===== config.mk =====
export PLATFORM = sky130hd
export DESIGN_NAME = drv_supervisor
export DESIGN_NICKNAME = d
export VERILOG_FILES = /design/src/rtl/sup_pkg.sv /design/src/rtl/sup_ocp_qual.sv /design/src/rtl/sup_wake_timer.sv /design/src/rtl/drv_supervisor.sv
export SDC_FILE = /design/constraint.sdc
export NUM_CORES = 1
export LEC_CHECK = 0
export CORE_ASPECT_RATIO = 1.25
export CORE_MARGIN = 2
export CORE_UTILIZATION = 59
export CTS_CLUSTER_SIZE = 40
export DETAILED_ROUTE_END_ITERATION = 10
export GPL_TIMING_DRIVEN = 0
export PLACE_DENSITY = 0.82
export SLEW_MARGIN = 15
export SYNTH_ARGS = -nofsm -noshare
export SYNTH_HDL_FRONTEND = slang
export SYNTH_SLANG_ARGS = --single-unit
export TNS_END_PERCENT = 50

===== constraint.sdc =====
create_clock -name clk -period 3.3 [get_ports clk]
set_clock_uncertainty 0.15 [all_clocks]
set_input_delay 0.825 -clock clk [delete_from_list [all_inputs] [get_ports clk]]
set_output_delay 0.825 -clock clk [all_outputs]
set_load 0.02 [all_outputs]

===== src/rtl/sup_pkg.sv =====
package sup_pkg;
  // Output reset values shared by design and checker
  localparam logic RST_BRIDGE_EN = 1'b0;
  localparam logic RST_IDX_RUN   = 1'b0;
  localparam logic RST_IDX_RESET = 1'b1;
  localparam logic RST_FAULT_N   = 1'b1;

  typedef struct packed {
    logic bridge_en;
    logic idx_run;
    logic idx_reset;
    logic fault_n;
  } sup_out_t;

  function automatic int unsigned cnt_width(input int unsigned lim);
    return (lim < 1) ? 1 : $clog2(lim + 1);
  endfunction
endpackage


===== src/rtl/sup_ocp_qual.sv =====
module sup_ocp_qual #(
  parameter int unsigned OCP_CYC = 16
) (
  input  logic clk,
  input  logic rst,
  input  logic clr,
  input  logic hold_off,
  input  logic flag,
  output logic latched
);
  localparam int unsigned CW = sup_pkg::cnt_width(OCP_CYC);
  localparam logic [CW-1:0] LAST = CW'((OCP_CYC < 1) ? 0 : OCP_CYC - 1);

  logic [CW-1:0] cnt;
  logic          lat;

  always_ff @(posedge clk) begin
    if (rst || clr) begin
      cnt <= '0;
      lat <= 1'b0;
    end else if (hold_off || !flag) begin
      cnt <= '0;
    end else if (cnt == LAST) begin
      lat <= 1'b1;
    end else begin
      cnt <= cnt + 1'b1;
    end
  end

  assign latched = lat;
endmodule


===== src/rtl/sup_wake_timer.sv =====
module sup_wake_timer #(
  parameter int unsigned WAKE_CYC = 200000
) (
  input  logic clk,
  input  logic rst,
  input  logic awake,
  output logic ready
);
  localparam int unsigned CW = sup_pkg::cnt_width(WAKE_CYC);
  localparam logic [CW-1:0] FULL = CW'(WAKE_CYC);

  logic [CW-1:0] cnt;

  always_ff @(posedge clk) begin
    if (rst || !awake) cnt <= '0;
    else if (cnt != FULL) cnt <= cnt + 1'b1;
  end

  assign ready = (cnt == FULL);
endmodule


===== src/rtl/drv_supervisor.sv =====
module drv_supervisor #(
  parameter int unsigned OCP_CYC  = 16,
  parameter int unsigned WAKE_CYC = 200000
) (
  input  logic clk,
  input  logic rst,
  input  logic en_n,
  input  logic sleep_n,
  input  logic reset_n,
  input  logic ocp_flag,
  input  logic ot_flag,
  input  logic uv_flag,
  output logic bridge_en,
  output logic idx_run,
  output logic idx_reset,
  output logic fault_n
);
  import sup_pkg::*;

  logic awake;
  logic ocp_clr;
  logic ocp_lat;
  logic wake_ok;
  logic may_run;
  sup_out_t nxt, q;

  assign awake   = sleep_n && !uv_flag;
  assign ocp_clr = uv_flag || (awake && !reset_n);

  sup_ocp_qual #(.OCP_CYC(OCP_CYC)) u_ocp (
    .clk      (clk),
    .rst      (rst),
    .clr      (ocp_clr),
    .hold_off (!sleep_n),
    .flag     (ocp_flag),
    .latched  (ocp_lat)
  );

  sup_wake_timer #(.WAKE_CYC(WAKE_CYC)) u_wake (
    .clk   (clk),
    .rst   (rst),
    .awake (awake),
    .ready (wake_ok)
  );

  // Priority: supply low > sleep > reset > enable
  assign may_run = awake && reset_n && !en_n && wake_ok;

  always_comb begin
    nxt.idx_run   = may_run;
    nxt.bridge_en = may_run && !ocp_lat && !ot_flag;
    nxt.idx_reset = uv_flag || (sleep_n && !reset_n);
    nxt.fault_n   = uv_flag || !(ocp_lat || ot_flag);
  end

  always_ff @(posedge clk) begin
    if (rst) begin
      q.bridge_en <= RST_BRIDGE_EN;
      q.idx_run   <= RST_IDX_RUN;
      q.idx_reset <= RST_IDX_RESET;
      q.fault_n   <= RST_FAULT_N;
    end else begin
      q <= nxt;
    end
  end

  assign bridge_en = q.bridge_en;
  assign idx_run   = q.idx_run;
  assign idx_reset = q.idx_reset;
  assign fault_n   = q.fault_n;
endmodule


-- Word-level counts from Yosys, hierarchy flattened
Index checks and enable logic that the tools add are counted.
- bits in registers: 28
- bits in latches: 0
- bits in writable memories: 0
- ROM bits: 0
- input port bits: 8
- memories kept: 0
- add/sub/neg operators: 2
- $mul: 0
- divide/modulo/power cells: 0
- order comparisons: 0
- equal/unequal tests: 3
- shifts and indexed selects: 0
- multiplexer cells: 0
- bitwise gates (word level): 1
- reductions and logical operators: 26
- operators by type and width (cell ; number):
    $add A18 B1 Y18 const B ; 1
    $eq A18 B18 Y1 const B ; 1
    $ne A18 B18 Y1 const B ; 1
    $logic_not A1 Y1 ; 9
    $logic_and A1 B1 Y1 ; 8
    $logic_or A1 B1 Y1 ; 7
    $add A5 B1 Y5 const B ; 1
    $eq A5 B4 Y1 const B ; 1
    $reduce_and A2 Y1 ; 1
    $reduce_or A2 Y1 ; 1
    $not A1 Y1 ; 1

-- Depth between registers and ports, before layout
Gate-level depths: netlist (run 1).
- depth in word-level cells: 7
- gate-level depth with buffers: 7
- gate-level depth less buffers: 6

-- Modules after synthesis
From an unflattened synthesis (run 1), not the netlist that was laid out.
- cells, all modules: 149
- area, all modules: 1347.5 um2
- modules (own cells, without submodules) (module ; instances ; cells each ; area an instance (um2) ; sequential area each (um2)):
    sup_wake_timer ; 1 ; 106 ; 907.1 ; 360.3
    sup_ocp_qual ; 1 ; 29 ; 286.5 ; 120.1
    drv_supervisor ; 1 ; 14 ; 153.9 ; 80.1

-- Worst setup path before layout (run 1)
No wires, ideal clock.
- path kind: input port to flip-flop
- from: input port uv_flag
- to: register bridge_en (netlist name)
- setup time: 0.088 ns
- arrival time: 1.741 ns
- required time: 3.062 ns
- slack: 1.321 ns
- stages on the path: 4
- buffers on the path: 0
- cells stage by stage: nor3b_1 nand2_1 or3_4 nor4_2
- longest elaborated chain between the ends: 7
- ends and longest elaborated chain (item ; line ; RTL):
    start, declared ; drv_supervisor.sv:12 ; input logic uv_flag,
    $logic_not A1 Y1 ; drv_supervisor.sv:27 ; assign awake = sleep_n && !uv_flag;
    $logic_and A1 B1 Y1 ; drv_supervisor.sv:27 ;
    $logic_and A1 B1 Y1 (3 in series) ; drv_supervisor.sv:47 ; assign may_run = awake && reset_n && !en_n && wake_ok;
    $logic_and A1 B1 Y1 (2 in series) ; drv_supervisor.sv:51 ; nxt.bridge_en = may_run && !ocp_lat && !ot_flag;
No other way between the ends.
A chain may end at the register's enable or synchronous reset.

-- Worst setup path in the final report (run 1)
- from: input port sleep_n
- to: register u_ocp.cnt[0]
- longest elaborated chain between the ends: 5
- elaborated cells between the ends (all ways): 7
- those cells by class: reduce/logical: 7
- ends and longest elaborated chain (item ; line ; RTL):
    start, declared ; drv_supervisor.sv:8 ; input logic sleep_n,
    $logic_and A1 B1 Y1 ; drv_supervisor.sv:27 ;
    $logic_and A1 B1 Y1 ; drv_supervisor.sv:28 ; assign ocp_clr = uv_flag || (awake && !reset_n);
    $logic_or A1 B1 Y1 ; drv_supervisor.sv:28 ;
    $logic_or A1 B1 Y1 ; sup_ocp_qual.sv:18 ; if (rst || clr) begin
    $reduce_or A2 Y1 (no line) * ; n/a ;
    end signal, assigned ; sup_ocp_qual.sv:26 ; cnt <= cnt + 1'b1;
    end, declared ; sup_ocp_qual.sv:14 ; logic [CW-1:0] cnt;
Every way passes the cells marked *; elsewhere a longest branch is shown, timed or not.

==> results of run 1 <==
==> worst max-delay path: cells and delay by family <==
family                 cells  cell delay [ns]
buffers and inverters      2             0.91
AND/OR/NAND/NOR            3             0.85
==> metrics by stage <==
step / power, uW / worst slack, ns / area, sq um / hold slack, ns / util
4_1_cts: 531 / 0.817 / 1440 / 0.332 / 0.720
6_report: 526 / 0.835 / 1440 / 0.331 / 0.720
3_5_place_dp: 372 / 0.485 / 1410 / 0.319 / 0.702
2_1_floorplan: 358 / 1.32 / 1270 / 0.278 / -
5_1_grt: 549 / 0.660 / 1440 / 0.355 / 0.720
3_3_place_gp: 372 / 0.528 / 1410 / 0.308 / 0.702
==> cell type report <==
cell class	count	area (sq um)	area share
repair buffers	11	110	0.0763
inverters	5	18.8	0.0130
flip-flops and latches	28	561	0.389
clock buffers	4	36.3	0.0252
well taps	20	25.0	0.0173
plain buffers	4	15.0	0.0104
multi-input cells	109	677	0.469
==> cells in the mapped netlist (all sizes together) <==
cell and n:
dfxtp 28, nor2 26, nand2 14, nand3 10
xnor2 7, xor2 7, inv 5, nor3 5
and3 4, ha 4, nor4 4, a21oi 3
a31oi 3, clkbuf 3, mux2i 3, o21ai 3
a31o 2, a41o 2, nand3b 2, nand4 2
and2 1, buf 1, nand4b 1, nor2b 1
nor3b 1, nor4b 1, nor4bb 1, or3 1
or4 1
==> registers in the layout (all words and copies together), names as in the netlist <==
| signal | flops |
|---|---|
| fault_n | 1 |
| bridge_en | 1 |
| idx_run | 1 |
| u_wake.cnt | 18 |
| u_ocp.latched | 1 |
| idx_reset | 1 |
| u_ocp.cnt | 5 |
==> metal layers <==
layer	wire, microns	GRT usage	up-vias	part of all wire
met5	0	0	-	0
met4	18	0.0630	0	0.0076
met3	95	0.0390	2	0.040
met2	1140	0.324	22	0.48
met1	1110	0.283	501	0.47
li1	-	-	535	-
==> where the power goes <==
group / total [uW] / switching [uW] / internal [uW]
clock: 161 / 93.8 / 67.4
sequential: 342 / 1.48 / 340
combinational: 23.3 / 11.2 / 12.2
total: 526 / 106 / 420
==> path summary, 6_finish.rpt <==
kind | slack [ns] | depth (start not counted) | end | from
min | 0.33 | 1 | bridge_en | u_ocp.latched
max | 0.83 | 5 | u_ocp.cnt[0] | sleep_n
max reg2reg | 1.42 | 6 | u_wake.cnt[1] | u_wake.cnt[0]
min reg2reg | 0.33 | 1 | bridge_en | u_ocp.latched
==> cell families (layout without fill, tap and decap cells) <==
logic type                 after synthesis  in the layout  synth area share
xor gates and xnor gates                14             14            0.0965
AOI/OAI and AO/OA                       13             13            0.0679
muxes                                    3              3            0.0236
buffers and inverters                    9             24            0.0266
adders and majority gates                4              4            0.0394
DFF                                     28             28             0.441
and+or+nand+nor                         75             75             0.305
==> results.py, run 1 <==
metrics = {
    "synthesis": {
        "yosys_warnings": 0,
        "synth_seq_cells": 28,
        "avgSynthCellArea_sq_um": 8.71,
        "syn_nets": 158,
        "synth_top_area_frac": 0.441,
        "synthCells": 146,
        "yosysSeqAreaShare": 0.441,
        "syn_area_sq_um": 1270,
        "yosys.area.top_type": "dfxtp_1",
        "synth.area.top_cells": "dfxtp_1 (44%), nor2_1 (7.7%), xnor2_1 (4.8%)",
        "synth_cell_types": 31,
    },
    "worst_setup_path": {
        "critPathMaxStageDelay_ns": 0.52,
        "critical_path.max_fanout": 10,
        "arrival_ns": 2.58,
        "endpoint_kind": "register",
        "path_cells": "clkdlybuf4s50_1 -> nor3b_1 -> clkbuf_1 -> nand3_1 -> nor2_1",
        "cpMaxStageDelayCell": "clkdlybuf4s50_1",
        "cp.required_ns": 3.41,
        "cp-start-kind": "input pin",
        "worst-setup-path-type": "in2reg",
    },
    "timing": {
        "rsz0062_at_grt": "false",
        "setup_viol": 0,
        "max_slew_margin": 0.673,
        "timing.final.crit_share": 0.747,
        "post-route-min-period_ns": 2.47,
        "fmaxAchievable_mhz": 406,
        "finalHoldViolations": 0,
        "worstMarginPinSlew_ns": 0.490,
        "drv_slew": 0,
        "fin_tns_setup_ns": 0,
    },
    "clock_tree": {
        "cts_hold_buf": 0,
        "htree_levels": 1,
        "numCtsBuffers": 3,
        "cts_resized": 0,
        "clock_latency_ns": 0.31,
        "cts_setup_buffers": 0,
        "clk_pin_slew_ns": 0.14,
        "cts-root-buf": "clkbuf_4",
        "cts_max_path_buffers": 2,
        "tritoncts": "yes",
        "clock-sinks": 28,
    },
    "worst_hold_path": {
        "hold_path_class": "reg2reg",
    },
    "floorplan": {
        "dieArea_sq_um": 2540,
        "initial_core_util": 0.634,
        "fp.coreArea_sq_um": 2000,
        "io_pins": 12,
        "core.rowCount": 18,
        "die_h_microns": 55.9,
        "die-width_microns": 45.5,
    },
    "detailed_routing": {
        "firstDrtPassIters": 4,
        "first_iter_violations": 24,
        "remaining_drc_errors": 0,
        "routed-via-count": 1060,
        "viasPerCell": 5.86,
        "ant_nets": 0,
        "post_drt_wl_per_cell_microns": 13.1,
        "wl_mm": 2.37,
    },
    "finish": {
        "layout.cells.most_common": "dfxtp_1",
        "mostFrequentLayoutCells": "dfxtp_1 (28), nor2_1 (26), nand2_1 (13)",
        "layout.nets": 174,
        "synthToLayoutAreaGrowth_pct": 13.5,
        "fillCellCount": 147,
        "fin_cells": 181,
        "antenna_cells": 0,
        "drive_gt1_frac": 0.0683,
    },
    "global_routing": {
        "grt_pass1_vias": 960,
        "antenna_found_initial": 0,
        "grt_overflow": 0,
        "grt_pass1_wl_mm": 4.06,
        "grt.total_usage": 0.208,
        "grt_max_degree": 16,
    },
    "power": {
        "vdd_ir_drop_max_uv": 281,
        "p_leak_uw": 0.000512,
        "p_per_area_nw_per_um2": 365,
    },
    "placed_design": {
        "gp_congestion": 0.805,
        "dpl.hpwl_mm": 1.78,
        "port_buffers": 11,
        "place_inst": 177,
    },
    "flow_run": {
        "drv_cap": 0,
    },
    "run_status": {
        "status": "finished clean",
    },
}
Note: power is estimated with default switching activity, not from simulation.
==> inputs of run 2 (changes only) <==
Settings changed: CORE_UTILIZATION 59 to 49, PLACE_DENSITY 0.82 to 0.73.
Clock period 3.3 ns to 2.2 ns, I/O delays scaled along.
==> run 2 against run 1 <==
  * Sequential power grew 50%
  * Core utilization shrank 12 points
  * First-iteration DRC count grew 8.3%
  * Cell count grew 7.2%
  * Flip-flop and latch count is the same
  * Via count shrank 2.7%
  * Die area grew 19%
  * Design area grew 1.2%
  * Worst hold slack lost 0.010 ns
  * Wire length shrank 2.7%
  * Non-clock buffer count is the same
  * Critical endpoint is now bridge_en
  * Highest routed layer unchanged
==> results.py, run 2 (same netlist as run 1, synthesis figures left out) <==
metrics = {
    "power": {
        "p_per_area_nw_per_um2": 543,
        "vdd_ir_drop_max_uv": 286,
        "p_leak_uw": 0.000515,
        "power_uw": 793,
    },
    "placed_design": {
        "gp_congestion": 0.808,
        "place_inst": 190,
        "port_buffers": 11,
        "dpl.hpwl_mm": 1.83,
    },
    "run_status": {
        "status": "finished clean",
    },
    "timing": {
        "rsz0062_at_grt": "false",
        "setup_viol": 0,
        "timing.final.crit_share": 0.931,
        "worstMarginPinSlew_ns": 0.449,
        "fmaxAchievable_mhz": 488,
        "finalHoldViolations": 0,
        "drv_slew": 0,
        "max_slew_margin": 0.700,
        "post-route-min-period_ns": 2.05,
    },
    "clock_tree": {
        "cts-root-buf": "clkbuf_4",
        "cts_max_path_buffers": 2,
        "cts_hold_buf": 0,
        "clk_pin_slew_ns": 0.15,
        "cts_setup_buffers": 0,
        "clock-sinks": 28,
        "clock_latency_ns": 0.32,
        "numCtsBuffers": 3,
        "cts_resized": 0,
        "tritoncts": "yes",
        "htree_levels": 1,
    },
    "detailed_routing": {
        "wl_mm": 2.31,
        "post_drt_wl_per_cell_microns": 11.9,
        "first_iter_violations": 26,
        "viasPerCell": 5.31,
        "routed-via-count": 1031,
        "ant_nets": 0,
        "remaining_drc_errors": 0,
        "firstDrtPassIters": 4,
    },
    "floorplan": {
        "io_pins": 12,
        "dieArea_sq_um": 3020,
        "initial_core_util": 0.518,
        "die-width_microns": 49.6,
        "die_h_microns": 60.9,
        "core.rowCount": 20,
        "fp.coreArea_sq_um": 2450,
    },
    "worst_setup_path": {
        "worst-setup-path-type": "in2reg",
        "arrival_ns": 2.14,
        "endpoint_kind": "register",
        "cp.required_ns": 2.30,
        "critical_path.max_fanout": 4,
        "cp-start-kind": "input pin",
    },
    "finish": {
        "fin_cells": 194,
        "largest_reg_flops": 18,
        "fillCellCount": 243,
        "layout.nets": 174,
        "layout.cells.most_common": "dfxtp_1",
        "synthToLayoutAreaGrowth_pct": 14.9,
        "mostFrequentLayoutCells": "dfxtp_1 (28), nor2_1 (26), nand2_1 (13)",
        "antenna_cells": 0,
        "reg.largest.list": "u_wake.cnt x18, u_ocp.cnt x5",
        "drive_gt1_frac": 0.0745,
        "top_register": "u_wake.cnt",
    },
    "global_routing": {
        "grt_overflow": 0,
        "grt_pass1_vias": 938,
        "grt_max_degree": 16,
        "antenna_found_initial": 0,
        "grt.total_usage": 0.164,
        "grt_pass1_wl_mm": 3.80,
    },
    "flow_run": {
        "drv_cap": 0,
    },
    "worst_hold_path": {
        "hold_path_class": "reg2reg",
    },
}
## run 2: report_power, final
| part | switching (uW) | leakage (uW) | internal, uW |
|---|---|---|---|
| logic | 16.8 | 0.000268 | 18.4 |
| registers | 2.23 | 0.000226 | 510 |
| clock network | 144 | 0.0000210 | 101 |
## run 2: stage by stage
step | hold slack (ns) | cell area, sq um | setup WS (ns) | util | TNS (ns)
3_3_place_gp | 0.301 | 1420 | -0.313 | 0.580 | -2.89
6_report | 0.321 | 1460 | 0.153 | 0.595 | 0
3_5_place_dp | 0.304 | 1420 | -0.306 | 0.580 | -2.60
5_1_grt | 0.344 | 1460 | 0.0679 | 0.595 | 0
2_1_floorplan | 0.278 | 1270 | 0.494 | - | 0
4_1_cts | 0.324 | 1460 | 0.0326 | 0.595 | 0
## run 2: layout make-up
cell class,count,area (sq um),area share
well taps,33,41.3,0.0283
plain buffers,4,16.3,0.0111
repair buffers,11,110,0.0754
inverters,5,18.8,0.0129
flip-flops and latches,28,561,0.384
multi-input cells,109,677,0.464
clock buffers,4,36.3,0.0249
## run 2: routing by layer
metal | vias to the layer above | wire length [microns] | track usage
met5 | - | 0 | 0
met4 | 0 | 15 | 0.0873
met3 | 2 | 68 | 0.0222
met2 | 20 | 1210 | 0.310
met1 | 472 | 1020 | 0.179
li1 | 537 | - | -
## run 2: worst paths after layout
kind	from	to	slack [ns]	depth (start not counted)
worst min-delay path	u_ocp.latched	bridge_en	0.32	1
worst min register to register	u_ocp.latched	bridge_en	0.32	1
worst max register to register	u_wake.cnt[10]	bridge_en	0.35	4
worst max-delay path	sleep_n	bridge_en	0.15	5
## run 2: worst max-delay path, stage by stage
cell and delay, ns:
clkdlybuf4s50_1 0.53, nor3b_1 0.42, nand2_1 0.09, or3_4 0.34
nor4_2 0.21
